==> src/rtl/wdog_pkg.sv <==
package wdog_pkg;
    typedef enum logic [0:0] {
        SEQ_IDLE  = 1'b0,
        SEQ_ARMED = 1'b1
    } seq_state_t;

    localparam logic [7:0] KEY_FIRST  = 8'h55;
    localparam logic [7:0] KEY_SECOND = 8'hAA;
endpackage

==> src/rtl/wdog_unlock_fsm.sv <==
module wdog_unlock_fsm
    import wdog_pkg::*;
(
    input  logic       clk,
    input  logic       por_n,
    input  logic       flush,
    input  logic       svc_wr,
    input  logic [7:0] svc_data,
    output logic       restart
);
    seq_state_t state_q, state_d;

    // state register
    always_ff @(posedge clk or negedge por_n) begin
        if (!por_n)
            state_q <= SEQ_IDLE;
        else if (flush)
            state_q <= SEQ_IDLE;
        else
            state_q <= state_d;
    end

    // next state and outputs
    always_comb begin
        state_d = state_q;
        restart = 1'b0;
        if (svc_wr) begin
            unique case (state_q)
                SEQ_IDLE: begin
                    if (svc_data == KEY_FIRST)
                        state_d = SEQ_ARMED;
                end
                SEQ_ARMED: begin
                    if (svc_data == KEY_SECOND) begin
                        restart = 1'b1;
                        state_d = SEQ_IDLE;
                    end else if (svc_data == KEY_FIRST) begin
                        state_d = SEQ_ARMED;
                    end else begin
                        state_d = SEQ_IDLE;
                    end
                end
                default: state_d = SEQ_IDLE;
            endcase
        end
    end
endmodule

==> src/rtl/wdog_counter.sv <==
module wdog_counter #(
    parameter int PERIOD = 1024
) (
    input  logic clk,
    input  logic por_n,
    input  logic sys_rst,
    input  logic restart,
    input  logic en,
    output logic fire
);
    localparam int CW = (PERIOD > 2) ? $clog2(PERIOD) : 1;
    localparam logic [CW-1:0] LAST = CW'(PERIOD - 1);

    logic [CW-1:0] cnt_q;
    logic          wrap;

    assign wrap = (cnt_q == LAST);
    // the counter wraps regardless of enable; only the request is gated
    assign fire = wrap && en && !restart && !sys_rst;

    always_ff @(posedge clk or negedge por_n) begin
        if (!por_n)
            cnt_q <= '0;
        else if (sys_rst || restart || wrap)
            cnt_q <= '0;
        else
            cnt_q <= cnt_q + 1'b1;
    end
endmodule

==> src/rtl/wdog_status.sv <==
module wdog_status (
    input  logic clk,
    input  logic por_n,
    input  logic sys_rst,
    input  logic debug_mode,
    input  logic stat_wr,
    input  logic en_bit,
    input  logic flag_clr,
    input  logic fire,
    output logic en_q,
    output logic flag_q
);
    always_ff @(posedge clk or negedge por_n) begin
        if (!por_n)
            en_q <= 1'b1;
        else if (sys_rst || fire)
            en_q <= 1'b1;
        else if (stat_wr && debug_mode)
            en_q <= en_bit;
    end

    always_ff @(posedge clk or negedge por_n) begin
        if (!por_n)
            flag_q <= 1'b0;
        else if (fire)
            flag_q <= 1'b1;
        else if (flag_clr)
            flag_q <= 1'b0;
    end
endmodule

==> src/rtl/wdog_stat_top.sv <==
module wdog_stat_top #(
    parameter int              PERIOD    = 1024,
    parameter int              ADDR_W    = 5,
    parameter logic [ADDR_W-1:0] STAT_ADDR = ADDR_W'(5'h1E),
    parameter logic [ADDR_W-1:0] SVC_ADDR  = ADDR_W'(5'h1D)
) (
    input  logic              clk,
    input  logic              por_n,
    input  logic              sys_rst,
    input  logic              debug_mode,
    input  logic              bus_we,
    input  logic [ADDR_W-1:0] bus_addr,
    input  logic [7:0]        bus_wdata,
    output logic [7:0]        rd_data,
    output logic              wd_rst_req
);
    logic stat_wr, svc_wr, svc_restart, fire, wd_en, wd_flag;

    assign stat_wr = bus_we && !sys_rst && (bus_addr == STAT_ADDR);
    assign svc_wr  = bus_we && !sys_rst && (bus_addr == SVC_ADDR);

    wdog_unlock_fsm u_fsm (
        .clk      (clk),
        .por_n    (por_n),
        .flush    (sys_rst || fire),
        .svc_wr   (svc_wr),
        .svc_data (bus_wdata),
        .restart  (svc_restart)
    );

    wdog_counter #(.PERIOD(PERIOD)) u_cnt (
        .clk     (clk),
        .por_n   (por_n),
        .sys_rst (sys_rst),
        .restart (svc_restart),
        .en      (wd_en),
        .fire    (fire)
    );

    wdog_status u_stat (
        .clk        (clk),
        .por_n      (por_n),
        .sys_rst    (sys_rst),
        .debug_mode (debug_mode),
        .stat_wr    (stat_wr),
        .en_bit     (bus_wdata[1]),
        .flag_clr   (svc_wr && (bus_wdata == 8'h00)),
        .fire       (fire),
        .en_q       (wd_en),
        .flag_q     (wd_flag)
    );

    always_ff @(posedge clk or negedge por_n) begin
        if (!por_n)
            wd_rst_req <= 1'b0;
        else
            wd_rst_req <= fire;
    end

    always_comb begin
        if (bus_addr == STAT_ADDR)
            rd_data = {6'b000000, wd_en, wd_flag};
        else
            rd_data = 8'h00;
    end
endmodule

==> config.mk <==
export PLATFORM = sky130hd
export DESIGN_NAME = wdog_stat_top
export DESIGN_NICKNAME = d
export VERILOG_FILES = /design/src/rtl/wdog_pkg.sv /design/src/rtl/wdog_unlock_fsm.sv /design/src/rtl/wdog_counter.sv /design/src/rtl/wdog_status.sv /design/src/rtl/wdog_stat_top.sv
export SDC_FILE = /design/constraint.sdc
export NUM_CORES = 1
export LEC_CHECK = 0
export ABC_AREA = 1
export BUFFER_PORTS_ARGS = -buffer_cell sky130_fd_sc_hd__buf_2
export CORE_AREA = 2 2 44 57
export DETAILED_ROUTE_END_ITERATION = 6
export DIE_AREA = 0 0 46 59
export PLACE_DENSITY = 0.65
export SLEW_MARGIN = 40
export SYNTH_ARGS = -nofsm -noshare
export SYNTH_HDL_FRONTEND = slang
export SYNTH_SLANG_ARGS = --single-unit
==> constraint.sdc <==
create_clock -name clk -period 1.6 [get_ports clk]
set_input_delay 0.24 -clock clk [delete_from_list [all_inputs] [get_ports clk]]
set_output_delay 0.24 -clock clk [all_outputs]
set_load 0.05 [all_outputs]
==> flow_summary.toml, run 1 <==
[timing]
rsz0062_at_grt = "no"
setup_viol = 0
post-route-period-util = 0.914
skew_ns = 0.00740
hold_viol = 0
fin_crit_ns = 1.46
drv_slew = 0
setup_tns_ns = 0
fmax_mhz = 684

[yosys]
netlist_instances = 115
syn_area_sq_um = 881
synth_simple_gate_area_frac = 0.379
synthXorXnorAreaFrac = 0.0696
synth_cell_type_count = 20
synth_top_family_by_area = "simple AND/OR/NAND/NOR gates"
synth_compound_area_frac = 0.00568
synthAdderAreaFrac = 0.0142
synth_area_per_cell_sq_um = 7.66
ys_seq_area_frac = 0.399
ys_ff_latch = 14
yosys_warnings = 0
synthMuxAreaShare = 0

[power]
irDropWorstVdd_v = 0.000354
power.leakage_nw = 0.575
p_per_area_mw_per_mm2 = 699

[floorplanning]
die_h_um = 59
start_util = 0.412
die_x_um = 46
die_area_sq_mm = 0.00271
fp.coreArea_sq_mm = 0.00214
io-pin-count = 27
rows = 19

[placement]
dp_hpwl_mm = 1.25
placed_area_sq_um = 981
io_buffers = 20
placedCellCount = 155
place_congestion = 0.765

[critical_path]
cp.required_ns = 1.36
cp-start-kind = "flip-flop"
ff2ff_path_depth = 8
cp_max_fo = 3
r2r-start = "u_cnt.cnt_q[0]"
crit_type = "flip-flop to primary output"
arrival_ns = 1.22
cp-end-kind = "primary output"
r2r_slack_ns = 0.27
timing.rr.end = "u_fsm.state_q"
cp_slowest_stage_delay_ns = 0.53
path_cells = "inv_1, nor2_1, buf_2"
slowest_stage = "dfstp_2"

[grt]
grt_antenna_before_repair = 0
grt_pass1_wl_mm = 2.64
grt_max_degree = 15
met3_usage = 0.0183
grtUsageMet2 = 0.240
grt_usage = 0.132
gr-total-overflow = 0
met1_usage = 0.143
grt_pass1_vias = 701
top_usage_layer = "met2"

[min_path]
hp-class = "input pin to flip-flop"
whs_endpoint = "u_stat.en_q"
hold_depth = 3
min_from = "sys_rst"

[clock_network]
cts_resized = 0
cts_buffers = 3
clk_path_buf_depth = 2
clock-sinks = 14
cts_root_buffer = "clkbuf_4"
htree_levels = 1
cts_tree = "yes"
path_clk_slew_ns = 0.09
clk_latency_ns = 0.28
post-cts-setup-buffers = 0

[finish]
diodes = 0
finish.utilization = 0.480
seq_area_sq_um = 352
design_area_sq_mm = 0.00103
multi_input_area_sq_um = 435
syn2layout_area_growth_pct = 16.6
finalNetCount = 159
drive_gt1_frac = 0.281
layout.cells.non_filler = 160
fill_cells = 229

[routing]
drt-initial-drc-count = 11
wl_per_cell_um = 9.43
drtPass1Iterations = 4
routed_via_density = 4.54
ant_nets = 0
drc = 0
vias = 727
finalWirelength_mm = 1.51

[flow_run]
max_cap_viol_count = 0

[run_status]
status = "completed"
-- metrics by stage --
step | hold slack [ns] | worst slack [ns] | total power, mW
floorplan | -0.0556 | 0.0359 | 0.448
global placement | 0.146 | 0.232 | 0.470
detailed placement | 0.151 | 0.157 | 0.474
CTS | 0.211 | 0.124 | 0.726
global route | 0.226 | 0.0517 | 0.760
finish | 0.208 | 0.137 | 0.718
-- power breakdown --
part | switching (mW) | total (mW) | internal [mW]
Sequential | 0.00610 | 0.366 | 0.360
Combinational | 0.0709 | 0.101 | 0.0302
Clock | 0.113 | 0.251 | 0.139
Total | 0.190 | 0.718 | 0.529
-- cell usage after synthesis --
master,number,area share
nand2_2,5,0.036
nand3_2,2,0.023
buf_4,6,0.051
conb_1,1,0.0043
dfstp_2,1,0.030
inv_1,17,0.072
o21ai_0,1,0.0057
nor2_4,1,0.013
nand2_1,24,0.10
ha_1,1,0.014
xor2_1,3,0.030
dfrtp_1,13,0.37
nand3b_2,1,0.013
inv_2,1,0.0043
nor2_2,2,0.014
nor3_4,2,0.037
nand3_1,8,0.045
nor2_1,20,0.085
nor3_1,2,0.011
xnor2_1,4,0.040
-- layout by cell type (no fill, tap or decap) --
| master | synthesis | routed |
|---|---|---|
| nand3b_2 | 1 | 1 |
| inv_2 | 1 | 1 |
| nor2_2 | 2 | 2 |
| nor3_1 | 2 | 2 |
| inv_1 | 17 | 17 |
| dfstp_2 | 1 | 1 |
| xor2_1 | 3 | 3 |
| nand3_1 | 8 | 8 |
| nand2_1 | 24 | 24 |
| clkbuf_4 | 0 | 3 |
| nand2_2 | 5 | 5 |
| nor2_1 | 20 | 20 |
| xnor2_1 | 4 | 4 |
| clkbuf_8 | 0 | 1 |
| buf_2 | 0 | 20 |
| o21ai_0 | 1 | 1 |
| dfrtp_1 | 13 | 13 |
| ha_1 | 1 | 1 |
| nor2_4 | 1 | 1 |
| conb_1 | 1 | 6 |
| nor3_4 | 2 | 2 |
| dlygate4sd3_1 | 0 | 1 |
| nand3_2 | 2 | 2 |
-- registers in the layout (all words and copies together), names as in the netlist --
register,count
u_cnt.cnt_q,10
u_fsm.state_q,1
u_stat.en_q,1
u_stat.flag_q,1
wd_rst_req,1
-- timing repair --
action / 4_1_cts / 5_1_grt
setup endpoints to repair: 0 / 0
endpoints found under the hold margin: 13 / 0
hold buffers: 1 / 0
-- worst max-delay path by stage --
stage | depth (start not counted) | endpoint | startpoint | slack (ns)
2_1_floorplan | 4 | rd_data[0] | bus_addr[3] | 0.04
3_3_place_gp | 6 | rd_data[0] | bus_addr[3] | 0.23
4_1_cts | 3 | rd_data[1] | u_stat.en_q | 0.12
6_report | 3 | rd_data[1] | u_stat.en_q | 0.14
5_1_grt | 6 | rd_data[1] | bus_addr[3] | 0.05
3_5_place_dp | 6 | rd_data[1] | bus_addr[3] | 0.16
-- cell families (layout without fill, tap and decap cells) --
| kind of cell | count (synthesis) | in the layout |
|---|---|---|
| flops | 14 | 14 |
| buf+inv | 24 | 43 |
| simple gates | 67 | 67 |
| fa+ha+maj | 1 | 1 |
| xor+xnor | 7 | 7 |
| other cells | 1 | 6 |
| compound gates | 1 | 1 |
-- worst max-delay path, delay by kind of cell, from the launching register on --
kind / cells / cell delay, ns
buf+inv: 2 / 0.32
flops: 1 / 0.53
simple gates: 1 / 0.09
-- layout make-up --
cell class	count	area share
well taps	21	0.0256
multi-input cells	82	0.424
inverters	18	0.0658
clock buffers	4	0.0353
repair buffers	21	0.107
flip-flops and latches	14	0.342
-- routing by layer --
metal / vias to the layer above / wire length [um]
met3: 4 / 64
met1: 323 / 612
met2: 17 / 798
li1: 383 / -
met4: 0 / 34
met5: - / 0
Power figures use the tool's default switching activity.
==> run 2: changes to the inputs <==
--- a/config.mk
+++ b/config.mk
@@ -5,12 +5,10 @@
 export SDC_FILE = /design/constraint.sdc
 export NUM_CORES = 1
 export LEC_CHECK = 0
-export ABC_AREA = 1
 export BUFFER_PORTS_ARGS = -buffer_cell sky130_fd_sc_hd__buf_2
-export CORE_AREA = 2 2 44 57
+export CORE_AREA = 2 2 43 55
 export DETAILED_ROUTE_END_ITERATION = 6
-export DIE_AREA = 0 0 46 59
-export PLACE_DENSITY = 0.65
+export DIE_AREA = 0 0 45 57
 export SLEW_MARGIN = 40
 export SYNTH_ARGS = -nofsm -noshare
 export SYNTH_HDL_FRONTEND = slang
==> flow_summary.toml, run 2 <==
[critical_path]
cp_max_fo = 4
cp-start-kind = "flip-flop"
crit_type = "flip-flop to primary output"
cp_slowest_stage_delay_ns = 0.56
arrival_ns = 1.21
cp-end-kind = "primary output"
cp.required_ns = 1.36
r2r-start = "u_cnt.cnt_q[3]"
critPathTopFamily = "flip-flops"
slowest_stage = "dfstp_2"
cp_num_buf_inv = 1
critPathLaunch = "u_stat.en_q"
path_cells = "and2_1, buf_2"

[grt]
grt_antenna_before_repair = 0
gr-total-overflow = 0
grt_pass1_wl_mm = 2.50
grt_usage = 0.134
grt_pass1_vias = 640
grt_max_degree = 15

[finish]
finalNetCount = 135
syn2layout_area_growth_pct = 20.0
seq_area_sq_um = 352
largest_reg_flops = 10
drive_gt1_frac = 0.252
multi_input_area_sq_um = 412
largest_register = "u_cnt.cnt_q"
fill_cells = 228
final_common_cell = "buf_2"
layout_common_cells = "20 x buf_2, 14 x nor2_1, 13 x dfrtp_1, 9 x nand3_1, 6 x conb_1"
diodes = 0

[placement]
dp_hpwl_mm = 1.20
io_buffers = 20
place_congestion = 0.785

[power]
irDropWorstVdd_v = 0.000506
p_per_area_mw_per_mm2 = 746
power.leakage_nw = 0.458

[timing]
fin_crit_ns = 1.45
rsz0062_at_grt = "no"
setup_viol = 0
drv_slew = 0
skew_ns = 0.00514
post-route-period-util = 0.909
hold_slack_ns = 0.144
hold_viol = 0
setup_tns_ns = 0
fmax_mhz = 687

[floorplanning]
die_h_um = 57
io-pin-count = 27
rows = 19
fp.coreArea_sq_mm = 0.00209
die_x_um = 45
die_area_sq_mm = 0.00257
start_util = 0.386

[clock_network]
clk_latency_ns = 0.29
clock-sinks = 14
cts_tree = "yes"
cts_buffers = 3
clk_path_buf_depth = 2
htree_levels = 1
post-cts-setup-buffers = 0
cts_root_buffer = "clkbuf_4"
path_clk_slew_ns = 0.08

[routing]
drt-initial-drc-count = 17
wl_per_cell_um = 11.4
ant_nets = 0
vias = 698
drtPass1Iterations = 5
routed_via_density = 5.13
finalWirelength_mm = 1.54
drc = 0

[yosys]
synth.most_common_cell = "nor2_1"
yosysTopAreaCellShare = 0.402
syn_area_sq_um = 808
synth_compound_area_frac = 0.0759
yosys_warnings = 0
yosys.area.top_type = "dfrtp_1"
ys_seq_area_frac = 0.435
synth_area_per_cell_sq_um = 9.08
synthMuxAreaShare = 0.0248
synth_area_leaders = "dfrtp_1 40%, buf_4 6.5%, nor2_1 6.5%"
synth_top_family_by_area = "simple AND/OR/NAND/NOR gates"
synthFlopType = "dfrtp_1"
synth_edf_count = 0
synth_cell_type_count = 30
synthAdderAreaFrac = 0.0155
synth_common_cells = "14 x nor2_1, 13 x dfrtp_1, 9 x nand3_1, 7 x buf_4"
synthXorXnorAreaFrac = 0.0759
synth_simple_gate_area_frac = 0.289
netlist_instances = 89
ys_ff_latch = 14
async_reset_ff_frac = 1.00

[flow_run]
max_cap_viol_count = 0

[min_path]
hp-class = "input pin to flip-flop"
min_from = "sys_rst"

[run_status]
status = "completed"
run 2: path summary, 6_finish.rpt:
kind                                  endpoint  slack (ns)  depth (start not counted)
worst max-delay path                rd_data[1]        0.15                          2
worst min-delay path             u_fsm.state_q        0.14                          2
worst max register to register  u_cnt.cnt_q[9]        0.18                          3
worst min register to register  u_cnt.cnt_q[0]        0.45                          1
max in group asynchronous          u_stat.en_q        0.96                          2
min in group asynchronous       u_cnt.cnt_q[5]        0.35                          2
run 2: per-stage QoR:
step	instance area (sq um)	std cells	power (mW)	setup WS, ns	util
after floorplan	827	94	0.442	0.296	-
after global placement	923	131	0.472	0.124	0.441
after detailed placement	923	131	0.473	0.140	0.441
after CTS	970	136	0.730	0.134	0.464
after global routing	970	136	0.759	0.0182	0.464
final	970	136	0.723	0.145	0.464
run 2: cells by family after synthesis:
| group | Yosys count |
|---|---|
| xor+xnor | 7 |
| simple gates | 45 |
| flops | 14 |
| buf+inv | 10 |
| other cells | 1 |
| fa+ha+maj | 1 |
| compound gates | 9 |
| mux | 2 |
run 2: routing by layer:
| metal | global-route usage | share of wire | vias up |
|---|---|---|---|
| li1 | - | - | 353 |
| met5 | 0 | 0 | - |
| met2 | 0.220 | 0.48 | 28 |
| met3 | 0.0190 | 0.081 | 5 |
| met1 | 0.149 | 0.40 | 312 |
| met4 | 0.101 | 0.035 | 0 |
run 2: area by class of cell:
type | instances | area share
well taps | 21 | 0.0271
inverters | 3 | 0.0116
repair buffers | 24 | 0.137
flip-flops and latches | 14 | 0.363
multi-input cells | 70 | 0.425
clock buffers | 4 | 0.0374
run 2: report_power, final:
group          switching, mW  total (mW)  internal [mW]
registers            0.00568       0.367          0.361
logic                 0.0674       0.100         0.0327
clock network          0.117       0.256          0.139
run 2: timing repair:
| item | in CTS | in global routing |
|---|---|---|
| endpoints found under the hold margin | 13 | 0 |
| hold buffers | 1 | 0 |
| resized for setup | 0 | 0 |
==> run 3: changes to the inputs <==
--- a/config.mk
+++ b/config.mk
@@ -6,10 +6,12 @@
 export NUM_CORES = 1
 export LEC_CHECK = 0
 export BUFFER_PORTS_ARGS = -buffer_cell sky130_fd_sc_hd__buf_2
-export CORE_AREA = 2 2 43 55
+export CELL_PAD_IN_SITES_DETAIL_PLACEMENT = 1
+export CELL_PAD_IN_SITES_GLOBAL_PLACEMENT = 2
+export CORE_AREA = 2 2 52 66
 export DETAILED_ROUTE_END_ITERATION = 6
-export DIE_AREA = 0 0 45 57
-export SLEW_MARGIN = 40
+export DIE_AREA = 0 0 54 68
+export PLACE_DENSITY_LB_ADDON = 0.1
 export SYNTH_ARGS = -nofsm -noshare
 export SYNTH_HDL_FRONTEND = slang
 export SYNTH_SLANG_ARGS = --single-unit
==> flow_summary.toml, run 3 (synthesis results as in run 2) <==
[placement]
dp_hpwl_mm = 1.62
dp_slack_ns = 0.0188
io_buffers = 20
place_congestion = 0.670

[clock_network]
clk_path_buf_depth = 2
cts_root_buffer = "clkbuf_8"
htree_levels = 1
cts_buffers = 3
clk_latency_ns = 0.25
cts_tree = "yes"
path_clk_slew_ns = 0.06
clock-sinks = 14
post-cts-setup-buffers = 0

[routing]
routed_via_density = 4.65
drt-initial-drc-count = 3
drtPass1Iterations = 3
finalWirelength_mm = 2.05
ant_nets = 0
wl_per_cell_um = 13.3
drc = 0
vias = 716

[finish]
fill_cells = 386
syn2layout_area_growth_pct = 26.6
final_common_cell = "buf_2"
finalNetCount = 137
seq_area_sq_um = 352
largest_reg_flops = 10
finish.utilization = 0.329
layout_common_cells = "20 x buf_2, 14 x nor2_1, 13 x dfrtp_1, 9 x nand3_1, 6 x conb_1"
drive_gt1_frac = 0.265
diodes = 0
multi_input_area_sq_um = 412
largest_register = "u_cnt.cnt_q"

[timing]
drv_slew = 0
post-route-period-util = 0.892
rsz0062_at_grt = "no"
fin_ws_ns = 0.173
fin_crit_ns = 1.43
setup_tns_ns = 0
skew_ns = 0.00386
fmax_mhz = 701
hold_viol = 0
setup_viol = 0

[critical_path]
cp_slowest_stage_delay_ns = 0.55
arrival_ns = 1.19
r2r-start = "u_cnt.cnt_q[0]"
cp-start-kind = "flip-flop"
cp_num_buf_inv = 1
cp.required_ns = 1.36
timing.rr.end = "u_cnt.cnt_q[6]"
cp_max_fo = 4
r2r_slack_ns = 0.23
ff2ff_path_depth = 5
path_cells = "and2_1, buf_2"
crit_type = "flip-flop to primary output"
slowest_stage = "dfstp_2"
critPathTopFamily = "flip-flops"
cp-end-kind = "primary output"

[run_status]
status = "completed"

[min_path]
hold_depth = 2
min_from = "sys_rst"
hp-class = "input pin to flip-flop"
whs_endpoint = "u_fsm.state_q"

[floorplanning]
start_util = 0.260
die_area_sq_mm = 0.00367
fp.coreArea_sq_mm = 0.00311
io-pin-count = 27
rows = 23
die_h_um = 68
die_x_um = 54

[power]
irDropWorstVdd_v = 0.000478
power.leakage_nw = 0.475
p_per_area_mw_per_mm2 = 810
p_total_uw = 829

[grt]
grt_pass1_vias = 735
grt_usage = 0.129
gr-total-overflow = 0
grt_max_degree = 15
grt_antenna_before_repair = 0
grt_pass1_wl_mm = 3.28

[flow_run]
max_cap_viol_count = 0
run 3: cell count changes in the layout (fill, tap and decap cells not counted):
cell	previous run	this run
clkbuf_4	3	0
clkbuf_8	1	4
buf_4	3	5
run 3: worst max path at each step:
stage,startpoint,to,cells after the start,slack (ns)
6_report,u_stat.en_q,rd_data[1],2,0.17
5_1_grt,u_cnt.cnt_q[0],u_cnt.cnt_q[3],5,0.10
4_1_cts,u_stat.en_q,rd_data[1],2,0.16
3_5_place_dp,bus_wdata[1],u_fsm.state_q,5,0.02
3_3_place_gp,bus_wdata[1],u_fsm.state_q,5,0.05
2_1_floorplan,u_cnt.cnt_q[0],u_cnt.cnt_q[3],5,0.30
run 3: through the flow:
| step | std cells | instance area, sq um | hold slack, ns |
|---|---|---|---|
| after floorplan | 94 | 827 | -0.0556 |
| after global placement | 149 | 958 | 0.160 |
| after detailed placement | 149 | 958 | 0.160 |
| after CTS | 154 | 1020 | 0.196 |
| after global routing | 154 | 1020 | 0.204 |
| final | 154 | 1020 | 0.193 |
run 3: worst reg2reg max path, delay by kind of cell, from the launching register on:
family | cells | cell delay [ns]
and+or+nand+nor | 3 | 0.52
adders and majority gates | 1 | 0.18
DFF | 1 | 0.37
AOI/OAI and AO/OA | 1 | 0.16
run 3: report_power, final:
part           internal (mW)  total [mW]  switching (mW)  leakage (nW)
registers              0.362       0.368         0.00659         0.187
logic                 0.0331       0.104          0.0710         0.259
clock network          0.219       0.356           0.138        0.0288
total                  0.613       0.829           0.215         0.475
run 3: final cells by class:
type,count,area share
Clock buffer,4,0.0538
Inverter,3,0.0110
Multi-Input combinational cell,70,0.402
Sequential cell,14,0.344
Tap cell,37,0.0452
Timing Repair Buffer,26,0.144
run 3: what timing repair did:
item / 4_1_cts / 5_1_grt
hold buffers: 1 / 0
resized for setup: 0 / 0
hold endpoints to repair: 13 / 0
run 3: metal layers:
layer,global-route usage,share of wire
met5,0,0
met4,0.0750,0.025
met3,0.0197,0.049
met2,0.242,0.52
met1,0.129,0.40
